### config.mk
export PLATFORM = sky130hd
export DESIGN_NAME = dual_slope_seq
export DESIGN_NICKNAME = d
export VERILOG_FILES = /design/src/rtl/dss_pkg.sv /design/src/rtl/dss_cmp_sync.sv /design/src/rtl/dss_phase_timer.sv /design/src/rtl/dss_result.sv /design/src/rtl/dual_slope_seq.sv
export SDC_FILE = /design/constraint.sdc
export NUM_CORES = 1
export LEC_CHECK = 0
export BUFFER_PORTS_ARGS = -buffer_cell sky130_fd_sc_hd__buf_2
export CORE_UTILIZATION = 50
export CTS_BUF_LIST = sky130_fd_sc_hd__clkbuf_4
export CTS_CLUSTER_SIZE = 8
export DETAILED_ROUTE_END_ITERATION = 6
export PLACE_DENSITY = 0.74
export SLEW_MARGIN = 20
export SYNTH_ARGS = -nofsm -noshare
export SYNTH_HDL_FRONTEND = slang
export SYNTH_SLANG_ARGS = --single-unit
### constraint.sdc
create_clock -name clk -period 2.35 [get_ports clk]
set_input_delay 0.3525 -clock clk [delete_from_list [all_inputs] [get_ports clk]]
set_output_delay 0.3525 -clock clk [all_outputs]
set_load 0.03 [all_outputs]
### src/rtl/dss_pkg.sv
package dss_pkg;

  // Phase code driven onto the front end; bit 1 is phase_a, bit 0 is phase_b.
  typedef enum logic [1:0] {
    PH_IZ    = 2'b00,
    PH_AZ    = 2'b01,
    PH_INT   = 2'b10,
    PH_DEINT = 2'b11
  } phase_t;

  localparam int CHAN_W = 2;

  function automatic int max4(input int a, input int b, input int c, input int d);
    int m;
    m = a;
    if (b > m) m = b;
    if (c > m) m = c;
    if (d > m) m = d;
    return m;
  endfunction

endpackage

### src/rtl/dss_cmp_sync.sv
module dss_cmp_sync #(
  parameter int STAGES = 2
) (
  input  logic clk,
  input  logic rst_n,
  input  logic raw,
  output logic level,
  output logic fall
);

  // pipe[0..STAGES-1] is the synchronizer, pipe[STAGES] holds the previous level.
  logic pipe [STAGES+1];

  genvar g;
  generate
    for (g = 0; g <= STAGES; g++) begin : g_stage
      if (g == 0) begin : g_first
        always_ff @(posedge clk or negedge rst_n) begin
          if (!rst_n) pipe[0] <= 1'b0;
          else        pipe[0] <= raw;
        end
      end else begin : g_next
        always_ff @(posedge clk or negedge rst_n) begin
          if (!rst_n) pipe[g] <= 1'b0;
          else        pipe[g] <= pipe[g-1];
        end
      end
    end
  endgenerate

  assign level = pipe[STAGES-1];
  assign fall  = pipe[STAGES] & ~pipe[STAGES-1];

endmodule

### src/rtl/dss_phase_timer.sv
module dss_phase_timer #(
  parameter int W = 8
) (
  input  logic         clk,
  input  logic         rst_n,
  input  logic         clr,
  output logic [W-1:0] cnt
);

  localparam logic [W-1:0] TOP = '1;

  always_ff @(posedge clk or negedge rst_n) begin
    if (!rst_n)          cnt <= '0;
    else if (clr)        cnt <= '0;
    else if (cnt != TOP) cnt <= cnt + W'(1);
  end

endmodule

### src/rtl/dss_result.sv
module dss_result #(
  parameter int W     = 8,
  parameter int LIMIT = 1
) (
  input  logic         clk,
  input  logic         rst_n,
  input  logic         take_sign,
  input  logic         sign_in,
  input  logic         cap_fall,
  input  logic [W-1:0] fall_cnt,
  input  logic         cap_over,
  input  logic         iz_done,
  input  logic         iz_tmo,
  output logic         res_valid,
  output logic         res_sign,
  output logic [W-1:0] res_count,
  output logic         res_over,
  output logic         res_tmo
);

  localparam logic [W-1:0] LIM_V = W'(LIMIT);

  logic         stg_sign;
  logic [W-1:0] stg_count;
  logic         finish;

  assign finish = cap_over | iz_done | iz_tmo;

  always_ff @(posedge clk or negedge rst_n) begin
    if (!rst_n) begin
      stg_sign  <= 1'b0;
      stg_count <= '0;
      res_valid <= 1'b0;
      res_sign  <= 1'b0;
      res_count <= '0;
      res_over  <= 1'b0;
      res_tmo   <= 1'b0;
    end else begin
      res_valid <= finish;
      if (take_sign) stg_sign  <= sign_in;
      if (cap_fall)  stg_count <= fall_cnt;
      if (cap_over) begin
        res_sign  <= stg_sign;
        res_count <= LIM_V;
        res_over  <= 1'b1;
        res_tmo   <= 1'b0;
      end else if (iz_done || iz_tmo) begin
        res_sign  <= stg_sign;
        res_count <= stg_count;
        res_over  <= 1'b0;
        res_tmo   <= iz_tmo;
      end
    end
  end

  a_r10_one_cycle: assert property (@(posedge clk) disable iff (!rst_n)
    res_valid |=> !res_valid);

  a_r10_hold: assert property (@(posedge clk) disable iff (!rst_n)
    !res_valid |-> $stable({res_sign, res_count, res_over, res_tmo}));

  a_r7_over_count: assert property (@(posedge clk) disable iff (!rst_n)
    (res_valid && res_over) |-> (res_count == LIM_V && !res_tmo));

endmodule

### src/rtl/dual_slope_seq.sv
module dual_slope_seq
  import dss_pkg::*;
#(
  parameter int INT_CYCLES   = 1000,
  parameter int AZ_CYCLES    = 1000,
  parameter int DEINT_MARGIN = 32,
  parameter int IZ_TIMEOUT   = 256,
  parameter int SYNC_STAGES  = 2,
  parameter int SYNC_ADJ     = 1,
  localparam int DEINT_LIMIT = 2 * INT_CYCLES + DEINT_MARGIN,
  localparam int CNT_W = $clog2(dss_pkg::max4(INT_CYCLES, AZ_CYCLES, DEINT_LIMIT, IZ_TIMEOUT) + 1)
) (
  input  logic              clk,
  input  logic              rst_n,
  input  logic              start_valid,
  output logic              start_ready,
  input  logic [1:0]        start_chan,
  input  logic              cmp_in,
  output logic              phase_a,
  output logic              phase_b,
  output logic [1:0]        chan_sel,
  output logic              res_valid,
  output logic              res_sign,
  output logic [CNT_W-1:0]  res_count,
  output logic              res_over,
  output logic              res_tmo
);

  localparam logic [CNT_W-1:0] INT_LAST = CNT_W'(INT_CYCLES - 1);
  localparam logic [CNT_W-1:0] DIN_LAST = CNT_W'(DEINT_LIMIT - 1);
  localparam logic [CNT_W-1:0] IZ_LAST  = CNT_W'(IZ_TIMEOUT - 1);
  localparam logic [CNT_W-1:0] AZ_MIN   = CNT_W'(AZ_CYCLES);
  localparam logic [CNT_W-1:0] ADJ_V    = CNT_W'(SYNC_ADJ);
  localparam logic [CNT_W-1:0] LIMIT_V  = CNT_W'(DEINT_LIMIT);

  phase_t             ph_q, ph_d;
  logic [CNT_W-1:0]   t_q;
  logic [CNT_W-1:0]   fall_cnt;
  logic [CHAN_W-1:0]  chan_q;
  logic tmr_clr, accept, take_sign, cap_fall, cap_over, iz_done, iz_tmo;
  logic cmp_lvl, cmp_fall;

  dss_cmp_sync #(.STAGES(SYNC_STAGES)) u_sync (
    .clk   (clk),
    .rst_n (rst_n),
    .raw   (cmp_in),
    .level (cmp_lvl),
    .fall  (cmp_fall)
  );

  dss_phase_timer #(.W(CNT_W)) u_timer (
    .clk   (clk),
    .rst_n (rst_n),
    .clr   (tmr_clr),
    .cnt   (t_q)
  );

  assign start_ready = (ph_q == PH_AZ) && (t_q >= AZ_MIN);
  assign fall_cnt    = (t_q >= ADJ_V) ? (t_q - ADJ_V) : '0;

  always_comb begin
    ph_d      = ph_q;
    tmr_clr   = 1'b0;
    accept    = 1'b0;
    take_sign = 1'b0;
    cap_fall  = 1'b0;
    cap_over  = 1'b0;
    iz_done   = 1'b0;
    iz_tmo    = 1'b0;
    unique case (ph_q)
      PH_AZ: begin
        if (start_valid && start_ready) begin
          accept  = 1'b1;
          ph_d    = PH_INT;
          tmr_clr = 1'b1;
        end
      end
      PH_INT: begin
        if (t_q == INT_LAST) begin
          take_sign = 1'b1;
          ph_d      = PH_DEINT;
          tmr_clr   = 1'b1;
        end
      end
      PH_DEINT: begin
        if (cmp_fall) begin
          cap_fall = 1'b1;
          ph_d     = PH_IZ;
          tmr_clr  = 1'b1;
        end else if (t_q == DIN_LAST) begin
          cap_over = 1'b1;
          ph_d     = PH_AZ;
          tmr_clr  = 1'b1;
        end
      end
      PH_IZ: begin
        if (cmp_lvl) begin
          iz_done = 1'b1;
          ph_d    = PH_AZ;
          tmr_clr = 1'b1;
        end else if (t_q == IZ_LAST) begin
          iz_tmo  = 1'b1;
          ph_d    = PH_AZ;
          tmr_clr = 1'b1;
        end
      end
      default: ph_d = PH_AZ;
    endcase
  end

  always_ff @(posedge clk or negedge rst_n) begin
    if (!rst_n) begin
      ph_q   <= PH_AZ;
      chan_q <= '0;
    end else begin
      ph_q <= ph_d;
      if (accept) chan_q <= start_chan;
    end
  end

  assign phase_a  = ph_q[1];
  assign phase_b  = ph_q[0];
  assign chan_sel = chan_q;

  dss_result #(.W(CNT_W), .LIMIT(DEINT_LIMIT)) u_result (
    .clk       (clk),
    .rst_n     (rst_n),
    .take_sign (take_sign),
    .sign_in   (cmp_lvl),
    .cap_fall  (cap_fall),
    .fall_cnt  (fall_cnt),
    .cap_over  (cap_over),
    .iz_done   (iz_done),
    .iz_tmo    (iz_tmo),
    .res_valid (res_valid),
    .res_sign  (res_sign),
    .res_count (res_count),
    .res_over  (res_over),
    .res_tmo   (res_tmo)
  );

  a_r2_legal_step: assert property (@(posedge clk) disable iff (!rst_n)
    (ph_q != $past(ph_q)) |->
      (($past(ph_q) == PH_AZ    && ph_q == PH_INT)   ||
       ($past(ph_q) == PH_INT   && ph_q == PH_DEINT) ||
       ($past(ph_q) == PH_DEINT && (ph_q == PH_IZ || ph_q == PH_AZ)) ||
       ($past(ph_q) == PH_IZ    && ph_q == PH_AZ)));

  a_r3_accept_starts: assert property (@(posedge clk) disable iff (!rst_n)
    (start_valid && start_ready) |=> (ph_q == PH_INT));

  a_r4_int_len: assert property (@(posedge clk) disable iff (!rst_n)
    ($past(ph_q) == PH_INT && ph_q == PH_DEINT) |-> ($past(t_q) == INT_LAST));

  a_r7_deint_bound: assert property (@(posedge clk) disable iff (!rst_n)
    (ph_q == PH_DEINT) |-> (t_q < LIMIT_V));

  a_r8_iz_exit: assert property (@(posedge clk) disable iff (!rst_n)
    (ph_q == PH_IZ && cmp_lvl) |=> (ph_q == PH_AZ));

  a_r11_chan_hold: assert property (@(posedge clk) disable iff (!rst_n)
    (ph_q != PH_AZ && $past(ph_q) != PH_AZ) |-> $stable(chan_sel));

endmodule

# [Word level (Yosys, flattened, before mapping)]
# Cells that the tools add are included.
[totals] inputBits=6 word_cells=74 out_inout_bits=20 reg_bits=45
[classes] mux=35 n_addsub=2 n_bitwise=4 magnitude_cmp=2 eq_ne=11 reduce_logical=7
[ops] op="2-to-1 mux 11 bit" n=5
[ops] op="2-to-1 mux 1 bit" n=22
[ops] op="2-to-1 mux 2 bit" n=6
[ops] op="adder 11 x 1 -> 11 bit (second input constant)" n=1
[ops] op="== test 11 x 10 -> 1 bit (second input constant)" n=1
[ops] op="== test 11 bit (second input constant)" n=1
[ops] op="== test 11 x 8 -> 1 bit (second input constant)" n=1
[ops] op="greater-or-equal comparator 11 x 1 -> 1 bit (second input constant)" n=1
[ops] op="greater-or-equal comparator 11 x 10 -> 1 bit (second input constant)" n=1
[ops] op="inequality test 11 bit (second input constant)" n=1
[ops] op="subtractor 11 x 1 -> 11 bit (second input constant)" n=1
[ops] op="case mux 2 bit (4 select lines)" n=1
[ops] op="== test 2 bit (second input constant)" n=2
[ops] op="case mux 1 bit (4 select lines)" n=1
[ops] op="AND reduction 4 bit" n=1
[ops] op="nonzero test 2 bit" n=2
[ops] op="inequality test 3 x 2 -> 1 bit (second input constant)" n=1
[ops] op="inequality test 3 bit (second input constant)" n=1
[ops] op="== test 2 x 1 -> 1 bit (second input constant)" n=1
[ops] op="logical AND 1 bit" n=2
[ops] op="logical NOT 2 bit" n=1
[ops] op="inequality test 2 x 1 -> 1 bit (second input constant)" n=1
[ops] op="inequality test 2 bit (second input constant)" n=1
[ops] op="bitwise OR 1 bit" n=2
[ops] op="3 further kinds" n=3

# [Depth between registers and ports, before layout]
[logic_depth] ltp_word=7 ltp_mapped=7

# [By module]
# From an unflattened synthesis, not the netlist that was laid out.
[hier_totals] hier_cells=232 area_unflattened_um2=2457.4
[by_module_without_submodules] module="dss_result" seq_area_each_um2=675.6 area_per_inst_um2=1084.8 instances=1 cells_each=78
[by_module_without_submodules] module="dual_slope_seq" seq_area_each_um2=101.3 area_per_inst_um2=684.4 instances=1 cells_each=90
[by_module_without_submodules] module="dss_phase_timer" seq_area_each_um2=275.3 area_per_inst_um2=599.3 instances=1 cells_each=60
[by_module_without_submodules] module="dss_cmp_sync" seq_area_each_um2=75.1 area_per_inst_um2=88.8 instances=1 cells_each=4

# [Least setup slack after synthesis]
# Ideal clock, no wire load.
[synth_path] path_kind="register to register" from="reg ph_q[0]" to="reg u_timer.cnt[6]" setup_ps=94 stages_incl_launch_ff=7 n_path_buf=1 period_less_slack_ps=1955 setup_slack_ps=395 required_ps=2256 arrival_time_ps=1861 path_cell_list="dfstp_2 > inv_1 > ha_1 > a22o_1 > a221o_1 > buf_4 > a221oi_2"
[synth_via] elab_chain_len=6 word_cells_on_any_way=10 classes_between="3 x eq/ne; 3 x mux; 4 x reduce/logical"
[synth_lines] item="start, declared" line="dual_slope_seq.sv:36" rtl="phase_t ph_q, ph_d;"
[synth_lines] item="start signal, assigned" line="dual_slope_seq.sv:116" rtl="ph_q <= ph_d;"
[synth_lines] item="== test 2 x 1 -> 1 bit" line="dual_slope_seq.sv:58, dual_slope_seq.sv:70"
[synth_lines] item="logical AND 1 bit" line="dual_slope_seq.sv:58" rtl="assign start_ready = (ph_q == PH_AZ) && (t_q >= AZ_MIN);"
[synth_lines] item="logical AND 1 bit" line="dual_slope_seq.sv:72" rtl="if (start_valid && start_ready) begin"
[synth_lines] item="2-to-1 mux 1 bit" line="dual_slope_seq.sv:72"
[synth_lines] item="case mux 1 bit (4 select lines) (*)" line="dual_slope_seq.sv:70" rtl="unique case (ph_q)"
[synth_lines] item="2-to-1 mux 11 bit or nonzero test 2 bit (tied branches)"
[synth_lines] item="end signal, assigned" line="dss_phase_timer.sv:15" rtl="else if (cnt != TOP) cnt <= cnt + W'(1);"
[synth_lines] item="end, declared" line="dss_phase_timer.sv:7" rtl="output logic [W-1:0] cnt"
# Mark *: on every way between the ends. The rest lies on a longest branch, timed or not.
# A chain may end at the register's enable or synchronous reset.

# [Worst setup path in the final report]
[layout_path] from="reg u_timer.cnt[7]" to="out start_ready"
[layout_via] elab_chain_len=2
[layout_lines] item="greater-or-equal comparator 11 x 10 -> 1 bit" line="dual_slope_seq.sv:58"
[layout_lines] item="logical AND 1 bit" line="dual_slope_seq.sv:58"
[layout_lines] item="end, declared" line="dual_slope_seq.sv:16" rtl="output logic start_ready,"
# Every way passes these cells.

==> flow_summary_export.csv <==
group,metric,value,unit
worst_setup_path,crit_required,2.00,ns
hold_path,hold_depth,1,
worst_setup_path,arrival,1.88,ns
final_layout,area_growth_syn_to_layout,11.4,%
drt,vias,1932,
clocking,cts_tree,"built",
synthesis,syn_inst,247,
power_and_ir_drop,p_int,1.80,mW
grt,grt_pass1_vias,1762,
synthesis,synth_edf_count,0,
final_layout,drive_gt1_frac,0.233,
worst_setup_path,critical_path_class,"reg -> out",
power_and_ir_drop,p_sw_frac,0.426,
synthesis,synth_commonest_cells,"dfrtp_1 (44), nand3_1 (24), o21ai_0 (23)",
final_layout,multi_input_area,1210,µm²
synthesis,syn_avg_cell_area,10.0,µm²
sta,clock.fmax,447,MHz
place,finalWeightedCongestion,0.900,
synthesis,synth_most_common_cell,"dfrtp_1",
worst_setup_path,cp-end-kind,"primary output",
drt,avgViaCountPerCell,5.65,
synthesis,ys_seq_area_frac,0.456,
power_and_ir_drop,power_density,1140,nW/µm²
floorplan,fp-row-count,25,
place,io_buffers,25,
drt,drt_pass1_iterations,4,
grt,antenna_found_initial,0,
sta,fin_crit_sh,0.951,
synthesis,synth_nets,261,
synthesis,synthFlopType,"dfrtp_1",
worst_setup_path,worstSetupStartpoint,"u_timer.cnt[7]",
clocking,cts_root_buffer,"clkbuf_4",
floorplan,die-area,5230,µm²
run_status,outcome,"finished, final reports clean",
clocking,cts_buffers,5,
sta,fin_ws,0.114,ns
power_and_ir_drop,combPwrFrac,0.470,
power_and_ir_drop,p_leak,1.26,nW
drt,wire_per_inst,14.9,µm
sta,slew_violations,0,
drt,drc,0,
floorplan,die_h,72.3,µm
hold_path,whs_endpoint,"u_sync.pipe[2]",
drt,drt_wl_total,5100,µm
synthesis,synthesis.area,2470,µm²
synthesis,yosys_register_bits,45,
place,place_area,2670,µm²
clocking,clk_pin_slew_worst_paths,0.14,ns
sta,slew_headroom,0.640,
worst_setup_path,cp_max_fo,10,
grt,grt_pass1_wl,8690,µm
worst_setup_path,start_kind,"register",
clocking,clkLatencyLatePin,0.37,ns
place,dp_cells,333,
worst_setup_path,r2r-start,"u_timer.cnt[0]",
final_layout,ff_latch_area,1130,µm²
worst_setup_path,rrSetupSlack,0.22,ns
place,dp_hpwl,3740,µm
sta,finalSetupViolations,0,
sta,skew,0.0133,ns
hold_path,worstHoldStart,"cmp_in",
clocking,cts.sinks,45,
drt,drt_iter0_markers,123,
synthesis,synthArstFlopShare,1.00,
power_and_ir_drop,pwr-share-seq,0.376,
sta,rsz0062_at_grt,"no",
clocking,cts_buffer_depth,2,
synthesis,synth_top_area_frac,0.445,
final_layout,diodes,0,
final_layout,fillCellCount,433,
final_layout,fin_cells,342,
worst_setup_path,worstReg2RegEnd,"u_timer.cnt[5]",
flow_run,cap_violations,0,
clocking,h-tree-depth,2,
floorplan,io-pin-count,26,
final_layout,postLayoutCellArea,2750,µm²
grt,grt_max_degree,26,
sta,worst_pin_slew,0.535,ns
drt,drtAntennaViolNets,0,
place,pre_cts_ws,0.279,ns
worst_setup_path,r2r_cells,5,
power_and_ir_drop,p_clk_frac,0.155,
synthesis,yosys_warnings,0,
synthesis,synth_cell_types,56,
floorplan,floorplan.initialDensity,0.520,
power_and_ir_drop,p_sw,1.33,mW
hold_path,hold_path_class,"in -> reg",
grt,track_usage,0.214,
sta,hold_ws,0.0753,ns
floorplan,core_area,4750,µm²
power_and_ir_drop,peakVddDrop,481,µV
grt,grt_remaining_overflow,0,
synthesis,yosysTopAreaCell,"dfrtp_1",
sta,fin_tns_setup,0,ns
floorplan,die_x,72.3,µm
clocking,cts_setup_buffers,0,
synthesis,ys_top_cells_by_area,"dfrtp_1 (45%), nand3_1 (4.9%), o21ai_0 (4.7%)",
final_layout,nets,288,
sta,hold_viol_final,0,
sta,fin_crit,2.24,ns
cell usage in the layout, fill, tap and decap left out, drive strengths merged, types with 3 or more instances in the layout:
cell    count
a31oi       6
ha          8
nand2      18
clkbuf      5
a211oi      4
nand3      25
nor3        6
o31ai       3
nor2       10
xor2        4
dfrtp      44
nor4        3
o21ai      25
and3        4
buf        37
xnor2       9
and2        3
mux2        6
o311ai      3
inv         8
a21oi      13
worst max-delay path, cell delays in order, from the launching register on:
cell and delay (ns):
dfrtp_1 0.57, nand3_2 0.30, nor3_1 0.32, o21a_1 0.14, buf_2 0.19
power by group through the flow:
stage | clock, mW | sequential [mW] | combinational (mW)
floorplan | 0 | 1.37 | 0.930
global placement | 0 | 1.17 | 1.45
detailed placement | 0 | 1.19 | 1.47
CTS | 0.493 | 1.18 | 1.48
global route | 0.524 | 1.21 | 1.63
finish | 0.485 | 1.18 | 1.47
cells by family after synthesis:
logic type | after synthesis | synth area share
adders and majority gates | 8 | 0.0405
buffers and inverters | 26 | 0.0552
DFF | 45 | 0.456
and+or+nand+nor | 83 | 0.186
xor gates and xnor gates | 13 | 0.0461
AOI/OAI and AO/OA | 64 | 0.181
muxes | 8 | 0.0354
per-layer routing:
metal  up-vias  global-route usage  wire [µm]
li1        943                   -          -
met1       933               0.303       2450
met2        51               0.329       2380
met3         5              0.0528        224
met4         0              0.0566         46
met5         -                   0          0
timing repair:
action | in CTS | in global routing
hold buffers | 1 | 0
setup endpoints to repair | 0 | 0
endpoints found under the hold margin | 44 | 0
gates resized for setup | 0 | 0
how the worst max path moves through the flow:
| stage | depth (start not counted) | endpoint | slack [ns] |
|---|---|---|---|
| 2_1_floorplan | 6 | u_timer.cnt[6] | 0.40 |
| 3_3_place_gp | 5 | u_timer.cnt[5] | 0.37 |
| 3_5_place_dp | 5 | u_timer.cnt[5] | 0.28 |
| 4_1_cts | 4 | start_ready | 0.12 |
| 5_1_grt | 4 | start_ready | 0.002 |
| 6_report | 4 | start_ready | 0.11 |
cell type report:
| cell class | instances | area share |
|---|---|---|
| timing repair buffer | 38 | 0.0818 |
| clock inverter | 3 | 0.0150 |
| inverter | 8 | 0.0109 |
| clock buffer | 5 | 0.0136 |
| tap | 67 | 0.0304 |
| multi-input combinational | 176 | 0.439 |
| sequential | 45 | 0.409 |
registers in the layout (all words and copies together) (netlist names):
signal,count
chan_sel,2
ph_q,2
u_result.res_count,11
u_result.res_over,1
u_result.res_sign,1
u_result.res_tmo,1
u_result.res_valid,1
u_result.stg_count,11
u_result.stg_sign,1
u_sync.level,1
u_sync.pipe,2
u_timer.cnt,11
through the flow:
| step | utilization | power [mW] |
|---|---|---|
| after global routing | 0.579 | 3.36 |
| final | 0.579 | 3.13 |
| after CTS | 0.579 | 3.15 |
| after detailed placement | 0.561 | 2.66 |
| after floorplan | - | 2.30 |
| after global placement | 0.561 | 2.63 |
Power figures use the tool's default switching activity.
